$ cat src/rtl/lpm_pkg.sv
package lpm_pkg;

   typedef enum logic [2:0] {
      M_RUN    = 3'd0,
      M_LPRUN  = 3'd1,
      M_WAIT   = 3'd2,
      M_LPWAIT = 3'd3,
      M_STOP2  = 3'd4,
      M_STOP3  = 3'd5,
      M_STOP4  = 3'd6
   } lpm_mode_e;

   typedef enum logic [1:0] {
      REG_FULL = 2'b00,
      REG_SOFT = 2'b01,
      REG_OFF  = 2'b10
   } reg_lvl_e;

   localparam logic [1:0] DEPTH_STOP2 = 2'd2;
   localparam logic [1:0] DEPTH_STOP3 = 2'd3;

   function automatic logic mode_awake(input lpm_mode_e m);
      return (m == M_RUN) || (m == M_LPRUN);
   endfunction

endpackage

$ cat src/rtl/lpm_target.sv
module lpm_target
   import lpm_pkg::*;
(
   input  lpm_mode_e  cur_mode,
   input  logic       stop_sel,
   input  logic [1:0] deep_lvl,
   input  logic       lvd_en,
   input  logic       lvd_stop_en,
   output lpm_mode_e  target
);
   logic lvd_hold;

   assign lvd_hold = lvd_en & lvd_stop_en;

   always_comb begin
      if (!stop_sel) begin
         target = (cur_mode == M_LPRUN) ? M_LPWAIT : M_WAIT;
      end else if (lvd_hold) begin
         target = M_STOP4;
      end else begin
         unique case (deep_lvl)
            DEPTH_STOP2: target = M_STOP2;
            DEPTH_STOP3: target = M_STOP3;
            default:     target = M_STOP4;
         endcase
      end
   end
endmodule

$ cat src/rtl/lpm_wake.sv
module lpm_wake #(
   parameter int NUM_WAKE = 8,
   parameter bit LVD_WAKE = 1'b1
) (
   input  logic [NUM_WAKE-1:0] wake_src,
   input  logic                lvd_en,
   input  logic                lvd_trip,
   input  logic                lvd_rst_sel,
   output logic                wake_any,
   output logic                lvd_rst_hit
);
   logic lvd_live;

   assign lvd_live    = lvd_en & lvd_trip;
   assign lvd_rst_hit = lvd_live & lvd_rst_sel;

   generate
      if (LVD_WAKE) begin : g_lvd_wake
         assign wake_any = (|wake_src) | (lvd_live & ~lvd_rst_sel);
      end else begin : g_src_only
         assign wake_any = |wake_src;
      end
   endgenerate
endmodule

$ cat src/rtl/lpm_seq.sv
module lpm_seq
   import lpm_pkg::*;
(
   input  logic      clk,
   input  logic      rst_n,
   input  logic      sleep_req,
   input  logic      lpr_en,
   input  logic      wake_any,
   input  logic      lvd_rst_hit,
   input  lpm_mode_e target,
   output lpm_mode_e mode_q,
   output logic      lvd_rst_q
);
   lpm_mode_e mode_d;
   logic      ret_lp_q, ret_lp_d;

   always_comb begin
      mode_d   = mode_q;
      ret_lp_d = ret_lp_q;
      if (mode_awake(mode_q)) begin
         if (sleep_req && !wake_any) begin
            mode_d   = target;
            ret_lp_d = (mode_q == M_LPRUN);
         end else begin
            mode_d = lpr_en ? M_LPRUN : M_RUN;
         end
      end else if (wake_any) begin
         mode_d = ret_lp_q ? M_LPRUN : M_RUN;
      end
   end

   always_ff @(posedge clk or negedge rst_n) begin
      if (!rst_n) begin
         mode_q    <= M_RUN;
         ret_lp_q  <= 1'b0;
         lvd_rst_q <= 1'b0;
      end else begin
         mode_q    <= mode_d;
         ret_lp_q  <= ret_lp_d;
         lvd_rst_q <= lvd_rst_hit;
      end
   end
endmodule

$ cat src/rtl/lpm_gate_dec.sv
module lpm_gate_dec
   import lpm_pkg::*;
#(
   parameter int NUM_PERIPH = 16
) (
   input  lpm_mode_e             mode,
   input  logic [NUM_PERIPH-1:0] gate_cfg,
   output reg_lvl_e              core_reg,
   output reg_lvl_e              ram_reg,
   output logic                  core_clk_en,
   output logic                  ram_clk_en,
   output logic [NUM_PERIPH-1:0] periph_clk_en
);
   logic all_on, use_gate;

   always_comb begin
      unique case (mode)
         M_LPRUN, M_LPWAIT, M_STOP3: core_reg = REG_SOFT;
         M_STOP2:                    core_reg = REG_OFF;
         default:                    core_reg = REG_FULL;
      endcase
      ram_reg     = (mode == M_STOP2) ? REG_SOFT : core_reg;
      core_clk_en = mode_awake(mode);
      ram_clk_en  = mode_awake(mode);
      all_on      = (mode == M_RUN) || (mode == M_WAIT);
      use_gate    = (mode == M_LPRUN) || (mode == M_LPWAIT);
   end

   generate
      for (genvar i = 0; i < NUM_PERIPH; i++) begin : g_periph
         assign periph_clk_en[i] = all_on | (use_gate & gate_cfg[i]);
      end
   endgenerate
endmodule

$ cat src/rtl/lpm_ctrl.sv
module lpm_ctrl
   import lpm_pkg::*;
#(
   parameter int NUM_WAKE   = 8,
   parameter int GATE_REG_W = 8,
   parameter int GATE_REGS  = 2,
   parameter bit LVD_WAKE   = 1'b1,
   localparam int NUM_PERIPH = GATE_REG_W * GATE_REGS
) (
   input  logic                  clk,
   input  logic                  rst_n,
   input  logic                  sleep_req,
   input  logic                  stop_sel,
   input  logic [1:0]            deep_lvl,
   input  logic                  lpr_en,
   input  logic                  lvd_en,
   input  logic                  lvd_stop_en,
   input  logic                  lvd_rst_sel,
   input  logic                  lvd_trip,
   input  logic                  dbg_en,
   input  logic [NUM_WAKE-1:0]   wake_src,
   input  logic [NUM_PERIPH-1:0] gate_cfg,
   output logic [2:0]            mode,
   output logic [1:0]            reg_state,
   output logic [1:0]            ram_reg,
   output logic                  core_clk_en,
   output logic                  ram_clk_en,
   output logic [NUM_PERIPH-1:0] periph_clk_en,
   output logic                  dbg_clk_en,
   output logic                  lvd_rst_req
);
   generate
      if (NUM_WAKE < 1) begin : g_bad_wake
         $error("lpm_ctrl: NUM_WAKE must be at least 1");
      end
      if (GATE_REG_W < 1 || GATE_REGS < 1) begin : g_bad_gate
         $error("lpm_ctrl: gating register shape must be non-empty");
      end
   endgenerate

   lpm_mode_e mode_q, target;
   reg_lvl_e  core_lvl, ram_lvl;
   logic      wake_any, lvd_rst_hit;

   lpm_wake #(.NUM_WAKE(NUM_WAKE), .LVD_WAKE(LVD_WAKE)) u_wake (
      .wake_src    (wake_src),
      .lvd_en      (lvd_en),
      .lvd_trip    (lvd_trip),
      .lvd_rst_sel (lvd_rst_sel),
      .wake_any    (wake_any),
      .lvd_rst_hit (lvd_rst_hit)
   );

   lpm_target u_target (
      .cur_mode    (mode_q),
      .stop_sel    (stop_sel),
      .deep_lvl    (deep_lvl),
      .lvd_en      (lvd_en),
      .lvd_stop_en (lvd_stop_en),
      .target      (target)
   );

   lpm_seq u_seq (
      .clk         (clk),
      .rst_n       (rst_n),
      .sleep_req   (sleep_req),
      .lpr_en      (lpr_en),
      .wake_any    (wake_any),
      .lvd_rst_hit (lvd_rst_hit),
      .target      (target),
      .mode_q      (mode_q),
      .lvd_rst_q   (lvd_rst_req)
   );

   lpm_gate_dec #(.NUM_PERIPH(NUM_PERIPH)) u_dec (
      .mode          (mode_q),
      .gate_cfg      (gate_cfg),
      .core_reg      (core_lvl),
      .ram_reg       (ram_lvl),
      .core_clk_en   (core_clk_en),
      .ram_clk_en    (ram_clk_en),
      .periph_clk_en (periph_clk_en)
   );

   assign mode       = mode_q;
   assign reg_state  = core_lvl;
   assign ram_reg    = ram_lvl;
   assign dbg_clk_en = dbg_en;
endmodule

$ cat config.mk
export PLATFORM = sky130hd
export DESIGN_NAME = lpm_ctrl
export DESIGN_NICKNAME = d
export VERILOG_FILES = /design/src/rtl/lpm_pkg.sv /design/src/rtl/lpm_target.sv /design/src/rtl/lpm_wake.sv /design/src/rtl/lpm_seq.sv /design/src/rtl/lpm_gate_dec.sv /design/src/rtl/lpm_ctrl.sv
export SDC_FILE = /design/constraint.sdc
export NUM_CORES = 1
export LEC_CHECK = 0
export BUFFER_PORTS_ARGS = -buffer_cell sky130_fd_sc_hd__buf_2
export CORE_UTILIZATION = 28
export DETAILED_ROUTE_END_ITERATION = 6
export PLACE_DENSITY = 0.85
export REMOVE_ABC_BUFFERS = 1
export SLEW_MARGIN = 20
export SYNTH_ARGS = -nofsm -noshare
export SYNTH_HDL_FRONTEND = slang
export SYNTH_SLANG_ARGS = --single-unit
$ cat constraint.sdc
create_clock -name clk -period 1.25 [get_ports clk]
set_input_delay 0 -clock clk [delete_from_list [all_inputs] [get_ports clk]]
set_output_delay 0 -clock clk [all_outputs]
set_load 0.1 [all_outputs]
==> results by group, run 1 <==
Yosys
  • Largest cells by area after synthesis: dfrtp_1 (25%), a21oi_1 (18%), inv_1 (14%)
  • Top FF cell, synth: dfrtp_1
  • Post-Syn Instances: 70
  • Syn_area_per_cell: 7.10 µm²
  • Post-synth top cells: a21oi_1 (18), inv_1 (18), dfrtp_1 (5)
  • Netlist Area Pre-Place: 497 µm²
  • Yosys top cell area share: 25.2%
  • Synth unique cells: 23
  • Post-synthesis sequential area ratio: 25.2%
  • Synth warnings: 0
  • Ys async rst share: 100%
  • Seq cells post-synth: 5
  • Cell taking the most area after synthesis: dfrtp_1
  • Number of flops mapped to enable cells by yosys: 0

Floorplanning
  • Die X: 44.1 µm
  • Row count: 14
  • Initial Utilization: 31.5%
  • Die Height: 44.1 µm
  • Top Ports: 63

Timing
  • Worst EP kind: register input
  • Worst_ep grt: u_seq.ret_lp_q$_DFFE_PN0P_/D

Outcome
  • Fail Step: 5_1_grt
  • Err: [ERROR DPL-0038] Utilization greater than 100%, impossible to legalize
  • Outcome: aborted with a tool error

CTS
  • CTS Root Cell: clkbuf_4
  • CTS Buf Count: 3
  • Clock Path Buffers: 2
  • H-tree Lvls: 1
  • Clock net sink count: 5

Placed design
  • Routability Congestion: 0.759
  • Placed cell area: 1180 µm²
  • HPWL after DPL: 1570 µm
  • DP Cell Count: 144
  • Port Buf Inserts: 59

Global routing
  • Largest net degree at the start of global routing: 25
[cell families after synthesis]
family	after synthesis	synth area share, %
AO/OA/AOI/OAI	24	28.5
buffers and inverters	25	21.2
flip-flops	5	25.2
multiplexers	2	5.04
other	1	0.755
AND/OR/NAND/NOR	13	19.4
[through the flow]
step	TNS, ns	setup slack, ns
3_3_place_gp	-0.125	-0.125
3_5_place_dp	-0.163	-0.139
2_1_floorplan	-39.79	-3.00
4_1_cts	-0.914	-0.114
[repair_timing]
action                     4_1_cts
gates resized for setup         38
pin swaps                        1
setup endpoints to repair       23
setup buffers                    2
hold buffers                     1
hold endpoints to repair         5
==> inputs of run 2 (changes only) <==
--- a/config.mk
+++ b/config.mk
@@ -6,9 +6,10 @@
 export NUM_CORES = 1
 export LEC_CHECK = 0
 export BUFFER_PORTS_ARGS = -buffer_cell sky130_fd_sc_hd__buf_2
-export CORE_UTILIZATION = 28
+export CORE_AREA = 2 2 63 65
 export DETAILED_ROUTE_END_ITERATION = 6
-export PLACE_DENSITY = 0.85
+export DIE_AREA = 0 0 65 67
+export PLACE_DENSITY_LB_ADDON = 0.15
 export REMOVE_ABC_BUFFERS = 1
 export SLEW_MARGIN = 20
 export SYNTH_ARGS = -nofsm -noshare
==> constraint.sdc (replaced) <==
create_clock -name clk -period 1.6 [get_ports clk]
set_input_delay 0 -clock clk [delete_from_list [all_inputs] [get_ports clk]]
set_output_delay 0 -clock clk [all_outputs]
set_load 0.1 [all_outputs]
==> run 2 against run 1 <==
Compared with the run above:
- the flow now finishes without violations
- area after synthesis did not move
- synthesized cell count unchanged
==> results by group, run 2 <==
CTS
  • Clock-pin slew on the worst setup and hold paths: 0.03 ns
  • Post-CTS Repair Setup Buffers: 0 (was 2)
  • Clock net sink count: 5 (unchanged)
  • H-tree Lvls: 1 (unchanged)
  • Clock Latency Late Sink: 0.22 ns
  • CTS Buf Count: 3 (unchanged)
  • CTS tree: done
  • CTS Root Cell: clkbuf_8 (was clkbuf_4)
  • Clock Path Buffers: 2 (unchanged)

Detailed routing
  • DRC viols: 0
  • Overall routed net length: 1700 µm
  • Number of nets still failing antenna checks after routing: 0
  • Via count: 699
  • First-pass DRT Iterations: 6
  • Vias/cell: 3.86
  • WL/cell: 9.38 µm
  • Initial DRC Count: 3

Floorplanning
  • Row count: 22 (was 14)
  • Initial Utilization: 13.8% (was 31.5%)
  • Top Ports: 63 (unchanged)
  • Core area: 3610 µm²
  • Die X: 65 µm (was 44.1 µm)
  • Full die area: 4360 µm²
  • Die Height: 67 µm (was 44.1 µm)

Layout
  • Largest register by flop count: u_seq.mode_q
  • Fin cells: 181
  • Share of cells above drive strength 1: 54.9%
  • Max FFs per register: 3
  • Largest registers: u_seq.mode_q (3), u_seq.lvd_rst_q (1), u_seq.ret_lp_q (1)
  • Finished Core Util: 28.1%
  • Area grow syn2layout: 104%
  • ANT cells: 0
  • Nets: 170
  • Most frequent cells in the layout: buf_2 (50), a21oi_1 (18), inv_1 (18)
  • # fillers: 400
  • Commonest non-fill, non-tap cell in the layout: buf_2

Yosys
  • Simple-gate share of the synthesized area: 19.4% (unchanged)
  • Netlist Area Pre-Place: 497 µm² (unchanged)
  • Largest cells by area after synthesis: dfrtp_1 (25%), a21oi_1 (18%), inv_1 (14%) (unchanged)
  • Seq cells post-synth: 5 (unchanged)
  • Compound-gate portion of the synthesized area: 28.5% (unchanged)
  • Post-synthesis sequential area ratio: 25.2% (unchanged)
  • Number of flops mapped to enable cells by yosys: 0 (unchanged)
  • Post-Syn Instances: 70 (unchanged)
  • Synth warnings: 0 (unchanged)
  • Syn_area_per_cell: 7.10 µm² (unchanged)
  • Synth Area in Adders: 0% (unchanged)
  • Synth unique cells: 23 (unchanged)
  • Top FF cell, synth: dfrtp_1 (unchanged)
  • Ys async rst share: 100% (unchanged)
  • Xor/xnor share of the synthesized area: 0% (unchanged)
  • Post-synth top cells: a21oi_1 (18), inv_1 (18), dfrtp_1 (5) (unchanged)
  • Yosys top cell area share: 25.2% (unchanged)
  • Largest family of logic cells by synthesized area: compound AO/OA/AOI/OAI gates (unchanged)
  • Cell taking the most area after synthesis: dfrtp_1 (unchanged)
  • Mux contribution to synthesized area: 5.04% (unchanged)

Critical path
  • Launch point of the worst path: u_seq.mode_q[0]$_DFFE_PN0P_
  • Setup crit end: periph_clk_en[4]
  • R2R depth: 2
  • Startpoint Class: register
  • CP endpoint kind: primary output
  • Crit-path max FO: 13
  • R2R Path Start: u_seq.mode_q[2]$_DFFE_PN0P_
  • CP required: 1.60 ns
  • Reg-to-reg endpoint: u_seq.ret_lp_q$_DFFE_PN0P_
  • Crit path kind: register to primary output
  • Data arrival, critical path: 1.52 ns
  • R2R setup slack: 0.24 ns

Timing
  • Total Negative Setup Slacks: 0 ns
  • Post-layout worst setup margin: 0.0808 ns
  • Fin crit period: 1.52 ns
  • Setup Skew: 0.000382 ns
  • Max Slew Vio Count: 0
  • Final period utilization: 95.0%
  • RSZ-0062 raised after global routing: false
  • Final setup vio count: 0
  • Max frequency: 658 MHz
  • Hold Fails Final Rpt: 0

Placed design
  • Port Buf Inserts: 59 (unchanged)
  • HPWL after DPL: 1490 µm (was 1570 µm)
  • DP Cell Count: 176 (was 144)
  • Routability Congestion: 0.648 (was 0.759)
  • Pre-CTS WS: 0.184 ns (was -0.139 ns)

Global routing
  • Total global routing track utilization: 7.60%
  • Vias in the first global route: 653
  • Global-route wire length before repair: 2590 µm
  • Largest net degree at the start of global routing: 14
  • GR Overflow Total: 0
  • Initial antenna violation count: 0

Power
  • Power, Total: 0.000709 W
  • Pwr Density: 700 nW/µm²
  • P_leak: 0.555 nW
  • VDD IR max: 0.218 mV

Min path
  • Type of the tightest min-delay check: input port to primary output

Job
  • Max cap viols: 0

Outcome
  • Outcome: complete, no violations (was aborted with a tool error)
[run 2: per-stage QoR]
step                area, µm²  hold WS, ns
floorplan                 459       -0.296
global placement          950       -0.181
detailed placement        950       -0.177
CTS                      1000     0.000681
global route             1010     0.000569
finish                   1010     0.000217
[run 2: final cells by class]
class | instances | area [µm²] | share of cell area (%)
clock buffers | 4 | 45.0 | 4.45
inverters | 18 | 67.6 | 6.67
multi-input cells | 40 | 267 | 26.3
flip-flops and latches | 5 | 125 | 12.4
well taps | 48 | 60.1 | 5.93
repair buffers | 66 | 448 | 44.3
[run 2: cell families after synthesis]
kind of cell / Yosys count
AO/OA/AOI/OAI: 24
flip-flops: 5
other: 1
multiplexers: 2
AND/OR/NAND/NOR: 13
buffers and inverters: 25
[run 2: worst min path at each step]
stage | start | to | cells past startpoint
2_1_floorplan | rst_n | u_seq.lvd_rst_q$_DFF_PN0_ | 0
3_3_place_gp | rst_n | u_seq.lvd_rst_q$_DFF_PN0_ | 1
3_5_place_dp | rst_n | u_seq.lvd_rst_q$_DFF_PN0_ | 1
4_1_cts | dbg_en | dbg_clk_en | 0
5_1_grt | dbg_en | dbg_clk_en | 0
6_report | dbg_en | dbg_clk_en | 0
[run 2: layer usage]
layer | global-route usage (%) | routed length (µm) | vias up | share of wire (%)
met3 | 2.53 | 213 | 2 | 13
met1 | 7.69 | 653 | 291 | 38
met5 | 0 | 0 | - | 0
li1 | - | - | 356 | -
met2 | 14.2 | 817 | 50 | 48
met4 | 3.19 | 12 | 0 | 0.71
[run 2: power by group]
| group | switching [W] | internal [W] |
|---|---|---|
| registers | 0.00000525 | 0.000131 |
| logic | 0.000264 | 0.0000812 |
| clock network | 0.0000572 | 0.000171 |
[run 2: critical path, stage by stage, from the launching register on]
cell,delay (ns)
dfrtp_1,0.49
buf_4,0.24
a21oi_1,0.12
buf_2,0.44
[run 2: repair_timing]
item | 4_1_cts | 5_1_grt
hold buffers | 1 | 0
gates resized for setup | 0 | 3
setup endpoints to repair | 0 | 3
hold endpoints to repair | 5 | 0
(Power assumes the default switching activity.)
==> inputs of run 3 (changes only) <==
--- a/config.mk
+++ b/config.mk
@@ -5,11 +5,12 @@
 export SDC_FILE = /design/constraint.sdc
 export NUM_CORES = 1
 export LEC_CHECK = 0
+export ABC_CLOCK_PERIOD_IN_PS = 1600
 export BUFFER_PORTS_ARGS = -buffer_cell sky130_fd_sc_hd__buf_2
 export CORE_AREA = 2 2 63 65
 export DETAILED_ROUTE_END_ITERATION = 6
 export DIE_AREA = 0 0 65 67
-export PLACE_DENSITY_LB_ADDON = 0.15
+export PLACE_DENSITY = 0.53
 export REMOVE_ABC_BUFFERS = 1
 export SLEW_MARGIN = 20
 export SYNTH_ARGS = -nofsm -noshare
==> run 3 against run 2 <==
Compared with the run above:
- via count decreased by 2.4%
- design area up 17%
- first-iteration DRC count grew to 4.7 times the previous value
- die area unchanged
- sequential cell count unchanged
- worst hold slack unchanged
- combinational power rose by 17%
- setup slack better by 0.054 ns
- critical endpoint is now periph_clk_en[15]
- highest routed layer unchanged
==> results by group, run 3 (synthesis gave the netlist of run 2 again) <==
Power
  • NetSw: 0.000341 W (was 0.000326 W)
  • Switching Share: 44.2% (was 46.0%)
  • P_leak: 0.625 nW (was 0.555 nW)
  • Clock power share: 30.3% (was 32.1%)
  • Pint: 0.000431 W (was 0.000382 W)
  • Register share of total power: 17.3% (was 19.2%)
  • Pwr Density: 653 nW/µm² (was 700 nW/µm²)
  • Logic gate share of total power: 52.4% (was 48.7%)
  • VDD IR max: 0.387 mV (was 0.218 mV)

Layout
  • Most frequent cells in the layout: buf_2 (41), buf_12 (19), a21oi_1 (18), inv_1 (18), dfrtp_1 (5) (was buf_2 (50), a21oi_1 (18), inv_1 (18))
  • Share of cells above drive strength 1: 54.2% (was 54.9%)
  • Reg area: 125 µm² (unchanged)
  • Finished Core Util: 32.8% (was 28.1%)
  • Largest registers: u_seq.mode_q (3), u_seq.lvd_rst_q (1), u_seq.ret_lp_q (1) (unchanged)
  • Largest register by flop count: u_seq.mode_q (unchanged)
  • Max FFs per register: 3 (unchanged)
  • Area of the multi-input gates: 267 µm² (unchanged)
  • Area grow syn2layout: 138% (was 104%)
  • Commonest non-fill, non-tap cell in the layout: buf_2 (unchanged)
  • ANT cells: 0 (unchanged)
  • # fillers: 381 (was 400)
  • Nets: 168 (was 170)

Detailed routing
  • Via count: 682 (was 699)
  • First-pass DRT Iterations: 2 (was 6)
  • Overall routed net length: 1670 µm (was 1700 µm)
  • Number of nets still failing antenna checks after routing: 0 (unchanged)
  • WL/cell: 9.34 µm (was 9.38 µm)
  • DRC viols: 0 (unchanged)
  • Vias/cell: 3.81 (was 3.86)
  • Initial DRC Count: 14 (was 3)

Global routing
  • GR Overflow Total: 0 (unchanged)
  • Largest net degree at the start of global routing: 25 (was 14)
  • Initial antenna violation count: 0 (unchanged)
  • Total global routing track utilization: 7.99% (was 7.60%)
  • Global-route wire length before repair: 2680 µm (was 2590 µm)
  • Vias in the first global route: 652 (was 653)

CTS
  • CTS Buf Count: 3 (unchanged)
  • Hold-fix buffers, CTS: 1 (unchanged)
  • Post-cts gate resize count: 0 (unchanged)
  • Post-CTS Repair Setup Buffers: 0 (unchanged)
  • Clock Path Buffers: 2 (unchanged)
  • Clock Latency Late Sink: 0.22 ns (about the same)
  • H-tree Lvls: 1 (unchanged)
  • CTS Root Cell: clkbuf_8 (unchanged)
  • Clock-pin slew on the worst setup and hold paths: 0.03 ns (about the same)
  • CTS tree: done (unchanged)
  • Clock net sink count: 5 (unchanged)

Timing
  • Hold Fails Final Rpt: 0 (unchanged)
  • Final period utilization: 91.6% (was 95.0%)
  • Setup Skew: 0.0000721 ns (was 0.000382 ns)
  • RSZ-0062 raised after global routing: false (unchanged)
  • Final setup vio count: 0 (unchanged)
  • Fin crit period: 1.47 ns (was 1.52 ns)
  • Max frequency: 682 MHz (was 658 MHz)
  • Total Negative Setup Slacks: 0 ns (unchanged)
  • Max Slew Vio Count: 0 (unchanged)

Floorplanning
  • Die Height: 67 µm (unchanged)
  • Full die area: 4360 µm² (unchanged)
  • Top Ports: 63 (unchanged)
  • Row count: 22 (unchanged)
  • Initial Utilization: 13.8% (unchanged)
  • Die X: 65 µm (unchanged)
  • Core area: 3610 µm² (unchanged)

Placed design
  • Routability Congestion: 0.769 (was 0.648)
  • HPWL after DPL: 1380 µm (was 1490 µm)
  • Port Buf Inserts: 59 (unchanged)

Critical path
  • Data arrival, critical path: 1.47 ns (was 1.52 ns)
  • Crit-path max FO: 17 (was 13)
  • Crit path kind: register to primary output (unchanged)
  • Startpoint Class: register (unchanged)
  • CP endpoint kind: primary output (unchanged)
  • CP required: 1.60 ns (about the same)

Outcome
  • Outcome: complete, no violations (unchanged)

Min path
  • Type of the tightest min-delay check: input port to primary output (unchanged)

Job
  • Max cap viols: 0 (unchanged)
run 3: worst max-delay path, stage by stage (launching register included):
cell,delay (ns)
dfrtp_1,0.43
buf_4,0.23
a21oi_1,0.14
buf_2,0.44
run 3: power by group through the flow:
stage	clock [W]	combinational, W	sequential (W)
after floorplan	0	0.000229	0.000156
after CTS	0.000237	0.000407	0.000134
after global placement	0	0.000404	0.000135
after detailed placement	0	0.000405	0.000135
final	0.000234	0.000405	0.000134
after global routing	0.000248	0.000421	0.000134
run 3: area by class of cell:
type                       count  share of cell area, %
inverter                      18                   5.71
clock buffer                   4                   3.81
timing repair buffer          64                   52.3
multi-input combinational     40                   22.5
tap                           48                   5.08
sequential                     5                   10.6
run 3: final timing paths:
check,start,to,slack [ns],cells past startpoint
max in group asynchronous,rst_n,u_seq.mode_q[2]$_DFFE_PN0P_,1.35,2
min reg2reg,u_seq.ret_lp_q$_DFFE_PN0P_,u_seq.ret_lp_q$_DFFE_PN0P_,0.52,1
max reg2reg,u_seq.mode_q[1]$_DFFE_PN0P_,u_seq.ret_lp_q$_DFFE_PN0P_,0.22,2
max,u_seq.mode_q[0]$_DFFE_PN0P_,periph_clk_en[15],0.13,3
min,dbg_en,dbg_clk_en,0.0002,0
min in group asynchronous,rst_n,u_seq.lvd_rst_q$_DFF_PN0_,0.12,2
run 3: per-stage QoR:
| stage | total power, W | cells | hold slack (ns) | setup slack (ns) | area [µm²] |
|---|---|---|---|---|---|
| 2_1_floorplan | 0.000385 | 63 | -0.296 | -2.65 | 459 |
| 3_3_place_gp | 0.000539 | 174 | -0.178 | 0.224 | 1130 |
| 3_5_place_dp | 0.000540 | 174 | -0.178 | 0.206 | 1130 |
| 4_1_cts | 0.000777 | 179 | 0.000681 | 0.132 | 1180 |
| 5_1_grt | 0.000803 | 179 | 0.000569 | 0.0617 | 1180 |
| 6_report | 0.000772 | 179 | 0.000217 | 0.134 | 1180 |
run 3: layer usage:
layer	up-vias	share of wire, %	GRT usage (%)
met1	289	37	8.62
met3	4	11	2.87
li1	351	-	-
met4	0	1.4	3.99
met5	-	0	0
met2	38	50	13.8
==> inputs of run 4 (changes only) <==
--- a/config.mk
+++ b/config.mk
@@ -8,8 +8,10 @@
 export ABC_CLOCK_PERIOD_IN_PS = 1600
 export BUFFER_PORTS_ARGS = -buffer_cell sky130_fd_sc_hd__buf_2
 export CORE_AREA = 2 2 63 65
+export CTS_BUF_LIST = sky130_fd_sc_hd__clkbuf_4 sky130_fd_sc_hd__clkbuf_8
 export DETAILED_ROUTE_END_ITERATION = 6
 export DIE_AREA = 0 0 65 67
+export GPL_ROUTABILITY_DRIVEN = 1
 export PLACE_DENSITY = 0.53
 export REMOVE_ABC_BUFFERS = 1
 export SLEW_MARGIN = 20
==> run 4 against run 3 <==
Compared with the run above:
- critical endpoint unchanged
- global-route usage is essentially flat
- via count rose by 0.29%
- largest cell class unchanged
- sequential cell count unchanged
- critical path depth is the same
- first-iteration DRC count increased by 7.1%
- sequential share of layout area barely moved
- clock skew rose by 0.0010 ns
==> results by group, run 4 (synthesis gave the netlist of run 2 again) <==
Detailed routing
  • Via count: 684 (was 682)
  • Vias/cell: 3.82 (was 3.81)
  • Initial DRC Count: 15 (was 14)
  • DRC viols: 0 (unchanged)
  • Overall routed net length: 1680 µm (was 1670 µm)
  • WL/cell: 9.36 µm (was 9.34 µm)
  • Number of nets still failing antenna checks after routing: 0 (unchanged)
  • First-pass DRT Iterations: 2 (unchanged)

Global routing
  • Initial antenna violation count: 0 (unchanged)
  • Largest net degree at the start of global routing: 25 (unchanged)
  • Vias in the first global route: 656 (was 652)
  • Total global routing track utilization: 8.03% (was 7.99%)
  • GR Overflow Total: 0 (unchanged)
  • Global-route wire length before repair: 2700 µm (was 2680 µm)

Timing
  • Final period utilization: 91.6% (about the same)
  • Max Slew Vio Count: 0 (unchanged)
  • Hold Fails Final Rpt: 0 (unchanged)
  • RSZ-0062 raised after global routing: false (unchanged)
  • Max frequency: 682 MHz (about the same)
  • Fin crit period: 1.47 ns (about the same)
  • Setup Skew: 0.00107 ns (was 0.0000721 ns)
  • Final setup vio count: 0 (unchanged)
  • Total Negative Setup Slacks: 0 ns (unchanged)

Critical path
  • CP required: 1.60 ns (about the same)
  • Crit path max-delay family: buffers and inverters (unchanged)
  • Data arrival, critical path: 1.47 ns (about the same)
  • Worst stage delay on the critical path: 0.44 ns (about the same)
  • CP max-delay cell: buf_2 (unchanged)
  • CP Cell Sequence: buf_4, a21oi_1, buf_2 (unchanged)
  • Startpoint Class: register (unchanged)
  • CP endpoint kind: primary output (unchanged)
  • Crit path kind: register to primary output (unchanged)
  • Crit-path max FO: 17 (unchanged)
  • Bufs and invs on worst path: 2 (unchanged)

Floorplanning
  • Die Height: 67 µm (unchanged)
  • Top Ports: 63 (unchanged)
  • Full die area: 4360 µm² (unchanged)
  • Die X: 65 µm (unchanged)
  • Core area: 3610 µm² (unchanged)
  • Initial Utilization: 13.8% (unchanged)
  • Row count: 22 (unchanged)

CTS
  • H-tree Lvls: 1 (unchanged)
  • Clock net sink count: 5 (unchanged)
  • Clock Latency Late Sink: 0.22 ns (about the same)
  • CTS Root Cell: clkbuf_8 (unchanged)
  • Post-cts gate resize count: 0 (unchanged)
  • CTS Buf Count: 3 (unchanged)
  • CTS tree: done (unchanged)
  • Post-CTS Repair Setup Buffers: 0 (unchanged)
  • Clock-pin slew on the worst setup and hold paths: 0.03 ns (about the same)
  • Hold-fix buffers, CTS: 1 (unchanged)
  • Clock Path Buffers: 2 (unchanged)

Power
  • Power, Total: 0.000789 W (was 0.000772 W)
  • Pwr Density: 665 nW/µm² (was 653 nW/µm²)
  • P_leak: 0.628 nW (was 0.625 nW)
  • VDD IR max: 0.387 mV (about the same)

Layout
  • Fin cells: 179 (unchanged)
  • Final std cell area, no fill: 1190 µm² (was 1180 µm²)
  • Commonest non-fill, non-tap cell in the layout: buf_2 (unchanged)
  • Largest registers: u_seq.mode_q (3), u_seq.lvd_rst_q (1), u_seq.ret_lp_q (1) (unchanged)
  • Nets: 168 (unchanged)
  • Most frequent cells in the layout: buf_2 (41), buf_12 (19), a21oi_1 (18), inv_1 (18), dfrtp_1 (5) (unchanged)
  • Finished Core Util: 32.9% (was 32.8%)
  • ANT cells: 0 (unchanged)
  • Share of cells above drive strength 1: 55.0% (was 54.2%)
  • Largest register by flop count: u_seq.mode_q (unchanged)
  • Area grow syn2layout: 139% (was 138%)
  • Max FFs per register: 3 (unchanged)

Min path
  • Type of the tightest min-delay check: input port to primary output (unchanged)

Placed design
  • Port Buf Inserts: 59 (unchanged)
  • Placed cell area: 1130 µm² (unchanged)
  • HPWL after DPL: 1380 µm (unchanged)
  • DP Cell Count: 174 (unchanged)
  • Routability Congestion: 0.769 (unchanged)

Job
  • Max cap viols: 0 (unchanged)

Outcome
  • Outcome: complete, no violations (unchanged)
run 4: cell counts in the layout (fill, tap and decap cells not counted):
Identical to the previous run, type by type.
run 4: cell type report:
cell class / count / area, µm²
Clock buffer: 4 / 48.8
Tap cell: 48 / 60.1
Sequential cell: 5 / 125
Inverter: 18 / 67.6
Fill cell: 382 / 2420
Timing Repair Buffer: 64 / 618
Multi-Input combinational cell: 40 / 267
run 4: worst reg2reg max path: stages (launching register included):
cell     delay (ns)
dfrtp_1        0.44
or4_4          0.52
mux2_4         0.30
run 4: per-stage QoR:
| stage | setup slack [ns] | hold WS, ns |
|---|---|---|
| floorplan | -2.65 | -0.296 |
| global placement | 0.224 | -0.178 |
| detailed placement | 0.206 | -0.178 |
| CTS | 0.132 | 0.000681 |
| global route | 0.0617 | 0.000569 |
| finish | 0.135 | 0.000217 |
run 4: where the power goes:
| group | switching [W] | internal (W) | total (W) |
|---|---|---|---|
| clock network | 0.0000626 | 0.000188 | 0.000251 |
| registers | 0.00000319 | 0.000131 | 0.000134 |
| logic | 0.000276 | 0.000129 | 0.000405 |
run 4: layer usage:
layer	GRT usage (%)	routed length (µm)	up-vias
li1	-	-	351
met1	8.62	629	291
met2	13.9	840	38
met3	2.87	180	4
met4	3.99	24	0
met5	0	0	-
run 4: final timing paths:
check / from / end / slack (ns) / depth (start not counted)
setup reg to reg: u_seq.mode_q[1]$_DFFE_PN0P_ / u_seq.ret_lp_q$_DFFE_PN0P_ / 0.22 / 2
hold reg to reg: u_seq.ret_lp_q$_DFFE_PN0P_ / u_seq.ret_lp_q$_DFFE_PN0P_ / 0.52 / 1
hold / removal: dbg_en / dbg_clk_en / 0.0002 / 0
setup / recovery: u_seq.mode_q[0]$_DFFE_PN0P_ / periph_clk_en[15] / 0.13 / 3
min in group asynchronous: rst_n / u_seq.mode_q[1]$_DFFE_PN0P_ / 0.12 / 2
max in group asynchronous: rst_n / u_seq.ret_lp_q$_DFFE_PN0P_ / 1.35 / 2
